===== src/rtl/wrc_pkg.sv =====
package wrc_pkg;

    typedef enum logic [1:0] {
        WK_NORM = 2'd0,
        WK_PTRA = 2'd1,
        WK_PTRB = 2'd2
    } wide_kind_e;

    typedef enum logic [1:0] {
        AC_NONE   = 2'd0,
        AC_WIDE   = 2'd1,
        AC_NARROW = 2'd2
    } acc_class_e;

    typedef struct packed {
        acc_class_e cls;
        wide_kind_e kind;
        logic [1:0] dw;
        logic       nsel;
    } dec_t;

    localparam logic [15:0] OFF_NORM = 16'h0100;
    localparam logic [15:0] OFF_PTRA = 16'h0830;
    localparam logic [15:0] OFF_PTRB = 16'h0a10;
    localparam logic [15:0] OFF_EVQ  = 16'h0400;
    localparam logic [15:0] OFF_TMR  = 16'h0420;

    localparam int SHIFT_SMALL = 13;
    localparam int SHIFT_LARGE = 16;

    localparam int DW_W    = 32;
    localparam int NUM_DW  = 4;
    localparam int WIDE_W  = DW_W * NUM_DW;

    function automatic logic is_ptr(input wide_kind_e k);
        return (k == WK_PTRA) || (k == WK_PTRB);
    endfunction

endpackage


===== src/rtl/wrc_decode.sv =====
module wrc_decode
    import wrc_pkg::*;
#(
    parameter int NUM_PAGES = 4,
    parameter int PAGE_W    = 2,
    parameter int ADDR_W    = 18
) (
    input  logic [ADDR_W-1:0] addr,
    input  logic              stride_mode,
    output dec_t              dec,
    output logic [PAGE_W-1:0] page
);

    logic [ADDR_W-1:0] pg_full;
    logic [15:0]       off;
    logic              in_range;

    always_comb begin
        if (stride_mode) begin
            pg_full = addr >> SHIFT_LARGE;
            off     = addr[15:0];
        end else begin
            pg_full = addr >> SHIFT_SMALL;
            off     = {3'b000, addr[12:0]};
        end
        in_range = pg_full < ADDR_W'(NUM_PAGES);
        page     = pg_full[PAGE_W-1:0];

        dec      = '{cls: AC_NONE, kind: WK_NORM, dw: off[3:2], nsel: 1'b0};
        if (in_range && off[1:0] == 2'b00) begin
            if (off[15:4] == OFF_NORM[15:4]) begin
                dec.cls  = AC_WIDE;
                dec.kind = WK_NORM;
            end else if (off[15:4] == OFF_PTRA[15:4]) begin
                dec.cls  = AC_WIDE;
                dec.kind = WK_PTRA;
            end else if (off[15:4] == OFF_PTRB[15:4]) begin
                dec.cls  = AC_WIDE;
                dec.kind = WK_PTRB;
            end else if (off == OFF_EVQ) begin
                dec.cls  = AC_NARROW;
            end else if (off == OFF_TMR) begin
                dec.cls  = AC_NARROW;
                dec.nsel = 1'b1;
            end
        end
    end

endmodule


===== src/rtl/wrc_collector.sv =====
module wrc_collector
    import wrc_pkg::*;
#(
    parameter int PAGE_W = 2
) (
    input  logic                 clk,
    input  logic                 rst,
    input  logic                 fire,
    input  logic                 inval,
    input  logic [PAGE_W-1:0]    page,
    input  wide_kind_e           kind,
    input  logic [1:0]           dw,
    input  logic [DW_W-1:0]      data,
    output logic                 cm_valid,
    output logic [PAGE_W-1:0]    cm_page,
    output wide_kind_e           cm_kind,
    output logic [WIDE_W-1:0]    cm_data,
    output logic [NUM_DW-1:0]    mask_o
);

    localparam logic [NUM_DW-1:0] FULL = '1;

    logic [NUM_DW-1:0]            mask, mask_n, m_new;
    logic [PAGE_W-1:0]            own_page, own_page_n;
    wide_kind_e                   own_kind, own_kind_n;
    logic [NUM_DW-1:0][DW_W-1:0]  words, words_n, w_new;
    logic                         commit_n;
    logic [WIDE_W-1:0]            cdata_n;
    logic                         owner_ok, top_ptr;

    always_comb begin
        owner_ok   = (mask == '0) || (own_page == page && own_kind == kind);
        top_ptr    = is_ptr(kind) && (dw == 2'd3);
        m_new      = mask | (NUM_DW'(1) << dw);
        w_new      = words;
        w_new[dw]  = data;

        mask_n     = mask;
        words_n    = words;
        own_page_n = own_page;
        own_kind_n = own_kind;
        commit_n   = 1'b0;
        cdata_n    = '0;

        if (inval) begin
            mask_n = '0;
        end else if (fire) begin
            if (top_ptr && !owner_ok) begin
                commit_n = 1'b1;
                cdata_n  = {data, {(WIDE_W-DW_W){1'b0}}};
            end else if (owner_ok) begin
                if (top_ptr) begin
                    commit_n = 1'b1;
                    cdata_n  = (m_new == FULL) ? w_new
                                               : {data, {(WIDE_W-DW_W){1'b0}}};
                    mask_n   = '0;
                end else if (!is_ptr(kind) && m_new == FULL) begin
                    commit_n = 1'b1;
                    cdata_n  = w_new;
                    mask_n   = '0;
                end else begin
                    mask_n     = m_new;
                    words_n    = w_new;
                    own_page_n = page;
                    own_kind_n = kind;
                end
            end
        end
    end

    always_ff @(posedge clk) begin
        if (rst) begin
            mask     <= '0;
            words    <= '0;
            own_page <= '0;
            own_kind <= WK_NORM;
            cm_valid <= 1'b0;
            cm_page  <= '0;
            cm_kind  <= WK_NORM;
            cm_data  <= '0;
        end else begin
            mask     <= mask_n;
            words    <= words_n;
            own_page <= own_page_n;
            own_kind <= own_kind_n;
            cm_valid <= commit_n;
            if (commit_n) begin
                cm_page <= page;
                cm_kind <= kind;
                cm_data <= cdata_n;
            end
        end
    end

    assign mask_o = mask;

endmodule


===== src/rtl/wide_reg_collector.sv =====
module wide_reg_collector
    import wrc_pkg::*;
#(
    parameter  int NUM_PAGES = 4,
    localparam int PAGE_W    = (NUM_PAGES > 1) ? $clog2(NUM_PAGES) : 1,
    localparam int ADDR_W    = PAGE_W + SHIFT_LARGE
) (
    input  logic              clk,
    input  logic              rst,
    input  logic              stride_mode,
    input  logic              wr_en,
    input  logic [ADDR_W-1:0] wr_addr,
    input  logic [31:0]       wr_data,
    output logic              cm_valid,
    output logic [PAGE_W-1:0] cm_page,
    output logic [1:0]        cm_kind,
    output logic [127:0]      cm_data,
    output logic              nw_valid,
    output logic [PAGE_W-1:0] nw_page,
    output logic              nw_sel,
    output logic [31:0]       nw_data
);

    dec_t              dec;
    logic [PAGE_W-1:0] dec_page;
    logic              wide_fire, narrow_fire, tmr_inval;
    wide_kind_e        cm_kind_e;
    logic [NUM_DW-1:0] coll_mask;

    wrc_decode #(
        .NUM_PAGES (NUM_PAGES),
        .PAGE_W    (PAGE_W),
        .ADDR_W    (ADDR_W)
    ) dec_i (
        .addr        (wr_addr),
        .stride_mode (stride_mode),
        .dec         (dec),
        .page        (dec_page)
    );

    assign wide_fire   = wr_en && (dec.cls == AC_WIDE);
    assign narrow_fire = wr_en && (dec.cls == AC_NARROW);
    assign tmr_inval   = narrow_fire && dec.nsel && (dec_page == '0);

    wrc_collector #(
        .PAGE_W (PAGE_W)
    ) coll_i (
        .clk      (clk),
        .rst      (rst),
        .fire     (wide_fire),
        .inval    (tmr_inval),
        .page     (dec_page),
        .kind     (dec.kind),
        .dw       (dec.dw),
        .data     (wr_data),
        .cm_valid (cm_valid),
        .cm_page  (cm_page),
        .cm_kind  (cm_kind_e),
        .cm_data  (cm_data),
        .mask_o   (coll_mask)
    );

    assign cm_kind = cm_kind_e;

    always_ff @(posedge clk) begin
        if (rst) begin
            nw_valid <= 1'b0;
            nw_page  <= '0;
            nw_sel   <= 1'b0;
            nw_data  <= '0;
        end else begin
            nw_valid <= narrow_fire;
            if (narrow_fire) begin
                nw_page <= dec_page;
                nw_sel  <= dec.nsel;
                nw_data <= wr_data;
            end
        end
    end

endmodule


===== config.mk =====
export PLATFORM = sky130hd
export DESIGN_NAME = wide_reg_collector
export DESIGN_NICKNAME = d
export VERILOG_FILES = /design/src/rtl/wrc_pkg.sv /design/src/rtl/wrc_decode.sv /design/src/rtl/wrc_collector.sv /design/src/rtl/wide_reg_collector.sv
export SDC_FILE = /design/constraint.sdc
export NUM_CORES = 1
export LEC_CHECK = 0
export BUFFER_PORTS_ARGS = -buffer_cell sky130_fd_sc_hd__buf_2
export CORE_AREA = 2 2 161 163
export DETAILED_ROUTE_END_ITERATION = 8
export DIE_AREA = 0 0 163 165
export PLACE_DENSITY_LB_ADDON = 0.3
export SLEW_MARGIN = 20
export SYNTH_ARGS = -nofsm -noshare
export SYNTH_HDL_FRONTEND = slang
export SYNTH_SLANG_ARGS = --single-unit
export TNS_END_PERCENT = 50

===== constraint.sdc =====
create_clock -name clk -period 3 [get_ports clk]
set_input_delay 0.15 -clock clk [delete_from_list [all_inputs] [get_ports clk]]
set_output_delay 0.15 -clock clk [all_outputs]
set_load 0.01 [all_outputs]

==> flow_metrics.tcl <==
set metrics [dict create \
    hpwl_um 27100 \
    antenna_found_initial 1 \
    worst_path_dominant_cell_family "compound AO/OA/AOI/OAI gates" \
    final_nets 1774 \
    cp_num_cells 7 \
    period_needed_ns 2.37 \
    rsz0062_at_grt "false" \
    power.density_nw_per_um2 521 \
    leakage_uw 0.00621 \
    die-height_um 165 \
    grt_pass1_wl_um 68200 \
    use_met2 0.493 \
    min_period_over_period 0.791 \
    yosysWarnings 0 \
    clk_path_buf_depth 3 \
    peakVddDrop_mv 0.349 \
    timing.rr.start "coll_i.mask_o[0]" \
    gr-usage-met1 0.430 \
    post_cts_resized 0 \
    cts.sinks 305 \
    drive_gt1_frac 0.229 \
    synthesis.nets 1633 \
    grtUsageTotal 0.322 \
    worst_pin_slew_ns 0.780 \
    crit_path_cell_trace "nor4_1 -> buf_4 -> a211oi_4 -> a2111o_2 -> buf_12 -> nand4_1 -> o21ai_0" \
    clk_pin_slew_ns 0.06 \
    rows 58 \
    numCtsBuffers 30 \
    hold_viol 0 \
    vias 13300 \
    post_synth_xor_area_fraction 0.00258 \
    met3_usage 0.0761 \
    synth_edf_count 0 \
    crit_arrival_ns 2.79 \
    cpPeakStageDelay_ns 0.55 \
    area_delta_synth_final_pct 18.2 \
    slowest_stage "a2111o_2" \
    io_buffer_count 222 \
    post_cts_buffers 0 \
    drtAntennaViolNets 0 \
    muxShareOfSynthArea 0.0775 \
    fillCellCount 2103 \
    ys_ff_latch 305 \
    initial_utilization 0.543 \
    multi_input_area_um2 6750 \
    critPathKind "reg -> reg" \
    synthAdderAreaFrac 0 \
    drtIter0Drc 1469 \
    async_flop_share 0 \
    worstSetupStartpointType "flop" \
    worstPathMaxFanout 96 \
    yosysTopAreaCell "dfxtp_1" \
    setup_tns_ns 0 \
    synth_top_area_frac 0.449 \
    end_kind "flop" \
    r2r-end "coll_i.cm_data[27]" \
    yosysSeqAreaShare 0.449 \
    cts_tree "built" \
    clock.fmax_mhz 422 \
    synth_cell_type_count 59 \
    routed_wl_um 44500 \
    dp_cells 2005 \
    core_area_um2 25000 \
    grt_max_degree 103 \
    power_frac_clock 0.461 \
    maxSlewViolCount 0 \
    synth.area.top_cells "dfxtp_1 (45%), nand4_1 (7.1%), nand2_1 (6.4%)" \
    status "finished, final reports clean" \
    ff2ff_path_depth 7 \
    synthSimpleGateAreaFrac 0.184 \
    viasPerCell 6.42 \
    instances_no_fill 2072 \
    die_x_um 163 \
    fin_worst_skew_ns 0.0123 \
    h-tree-depth 1 \
    synth_top_family_by_area "compound AO/OA/AOI/OAI gates" \
    required_ns 3.42 \
    hold_class "in -> reg" \
    maxCapViolations 0 \
    setup_violations 0 \
    p_seq_frac 0.484 \
    wl_per_cell_um 21.5 \
    dr.pass1.iters 5 \
    switchingPower_uw 1920 \
    netlist_instances 1579 \
    crit_end "coll_i.cm_data[27]" \
    top_usage_layer "met2" \
    relSlewSlack 0.479 \
    cts_root_buffer "clkbuf_16" \
    dieArea_um2 26900 \
    seq_area_um2 6110 \
    synth_compound_area_frac 0.228 \
    synthesis.area_um2 13600 \
    critPathBufInv 2 \
    grt_pass1_vias 12200 \
    swShare 0.230 \
    synth_ff_type "dfxtp_1" \
    ios 223 \
    gp_congestion 0.953 \
    r2r_slack_ns 0.63 \
    overflow 0 \
    drc 0 \
    intPower_uw 6440 \
    syn_area_per_cell_um2 8.60 \
    p_comb_frac 0.055 \
    cp-startpoint "coll_i.mask_o[0]" \
    clk_latency_ns 0.56 \
]
-- layout make-up --
cell class / count / share of cell area
multi-input cells: 1097 / 0.420
flip-flops and latches: 305 / 0.380
repair buffers: 285 / 0.110
clock buffers: 48 / 0.0579
well taps: 330 / 0.0257
clock inverters: 5 / 0.00491
inverters: 1 / 0.000701
diodes: 1 / 0.000156
-- placed cells by master, fill, tap and decap left out, types with 4 or more instances in the layout --
cell type / netlist / layout
clkbuf_8: 0 / 9
clkbuf_1: 111 / 8
nand2_1: 230 / 230
nor2b_1: 6 / 4
o31ai_1: 55 / 55
dfxtp_1: 305 / 305
o21ai_0: 161 / 161
buf_4: 5 / 38
a211oi_1: 4 / 4
o21ai_2: 20 / 20
o21ai_1: 20 / 20
buf_2: 37 / 221
buf_12: 0 / 12
nor4_1: 6 / 6
mux2_2: 32 / 32
nand2b_1: 4 / 4
clkbuf_16: 0 / 31
nor3_1: 35 / 35
nor2_1: 48 / 46
nand4_1: 154 / 154
a32oi_1: 32 / 32
dlygate4sd3_1: 0 / 13
mux2i_1: 67 / 67
o211ai_1: 69 / 69
a21oi_1: 101 / 99
-- how the worst min path moves through the flow --
stage	from	to	slack, ns	cells after the start
after floorplan	wr_data[22]	coll_i.words[86]	0.29	2
after global placement	coll_i.cm_page[0]	coll_i.cm_page[0]	0.44	2
after detailed placement	coll_i.cm_page[0]	coll_i.cm_page[0]	0.45	2
after CTS	wr_data[28]	coll_i.words[124]	0.0006	3
after global routing	wr_data[23]	coll_i.words[119]	0.02	3
final	wr_data[3]	coll_i.words[99]	0.008	3
-- power by group through the flow --
| stage | Clock (uW) | Sequential, uW | Combinational [uW] |
|---|---|---|---|
| finish | 3860 | 4050 | 463 |
| global route | 4020 | 4050 | 483 |
| CTS | 3880 | 4050 | 448 |
| detailed placement | 0 | 4140 | 434 |
| global placement | 0 | 4140 | 428 |
| floorplan | 0 | 4140 | 224 |
-- kinds of logic (layout without fill, tap and decap cells) --
kind of cell,count (synthesis),after routing
other cells,0,1
flops,305,305
compound gates,482,482
simple gates,511,511
xor+xnor,4,4
buf+inv,177,339
mux,100,100
-- flip-flops by register name, indices dropped and copies added (netlist names) --
signal	count
coll_i.mask_o	4
coll_i.own_page	2
coll_i.own_kind	2
coll_i.cm_data	128
nw_sel	1
nw_valid	1
coll_i.cm_valid	1
coll_i.words	128
coll_i.cm_kind	2
nw_data	32
coll_i.cm_page	2
nw_page	2
-- timing repair --
item | in CTS | in global routing
endpoints found under the hold margin | 19 | 0
setup endpoints to repair | 0 | 0
hold buffers | 13 | 0
-- per-stage QoR --
| stage | total power [uW] | util | cell area [um2] | setup slack [ns] | hold slack (ns) |
|---|---|---|---|---|---|
| after global routing | 8550 | 0.641 | 16100 | 0.513 | 0.0158 |
| after floorplan | 4360 | - | 13600 | 0.433 | 0.289 |
| final | 8370 | 0.642 | 16100 | 0.628 | 0.00833 |
| after global placement | 4570 | 0.596 | 14900 | 0.214 | 0.443 |
| after detailed placement | 4570 | 0.596 | 14900 | 0.141 | 0.450 |
| after CTS | 8370 | 0.641 | 16100 | 0.651 | 0.000628 |
-- worst min-delay path, cell delays in order --
cell and delay (ns):
buf_2 0.18, nand4_1 0.11, a21oi_1 0.07
-- cell usage after synthesis, types with 5 or more instances --
cell type / instances
o31ai_1: 55
mux2_2: 32
o21ai_0: 161
buf_4: 5
dfxtp_1: 305
nand2_1: 230
a32oi_1: 32
o21ai_1: 20
nor2b_1: 6
mux2i_1: 67
o21ai_2: 20
nor4_1: 6
nand4_1: 154
buf_6: 9
buf_1: 14
a21oi_1: 101
clkbuf_1: 111
nor2_1: 48
nor3_1: 35
buf_2: 37
o211ai_1: 69
-- metal layers --
layer / routed length [um] / part of all wire / vias up
li1: - / - / 6138
met1: 18100 / 0.41 / 6375
met2: 19700 / 0.44 / 664
met3: 4480 / 0.10 / 116
met4: 2200 / 0.049 / 0
met5: 0 / 0 / -
(Power assumes the default switching activity.)
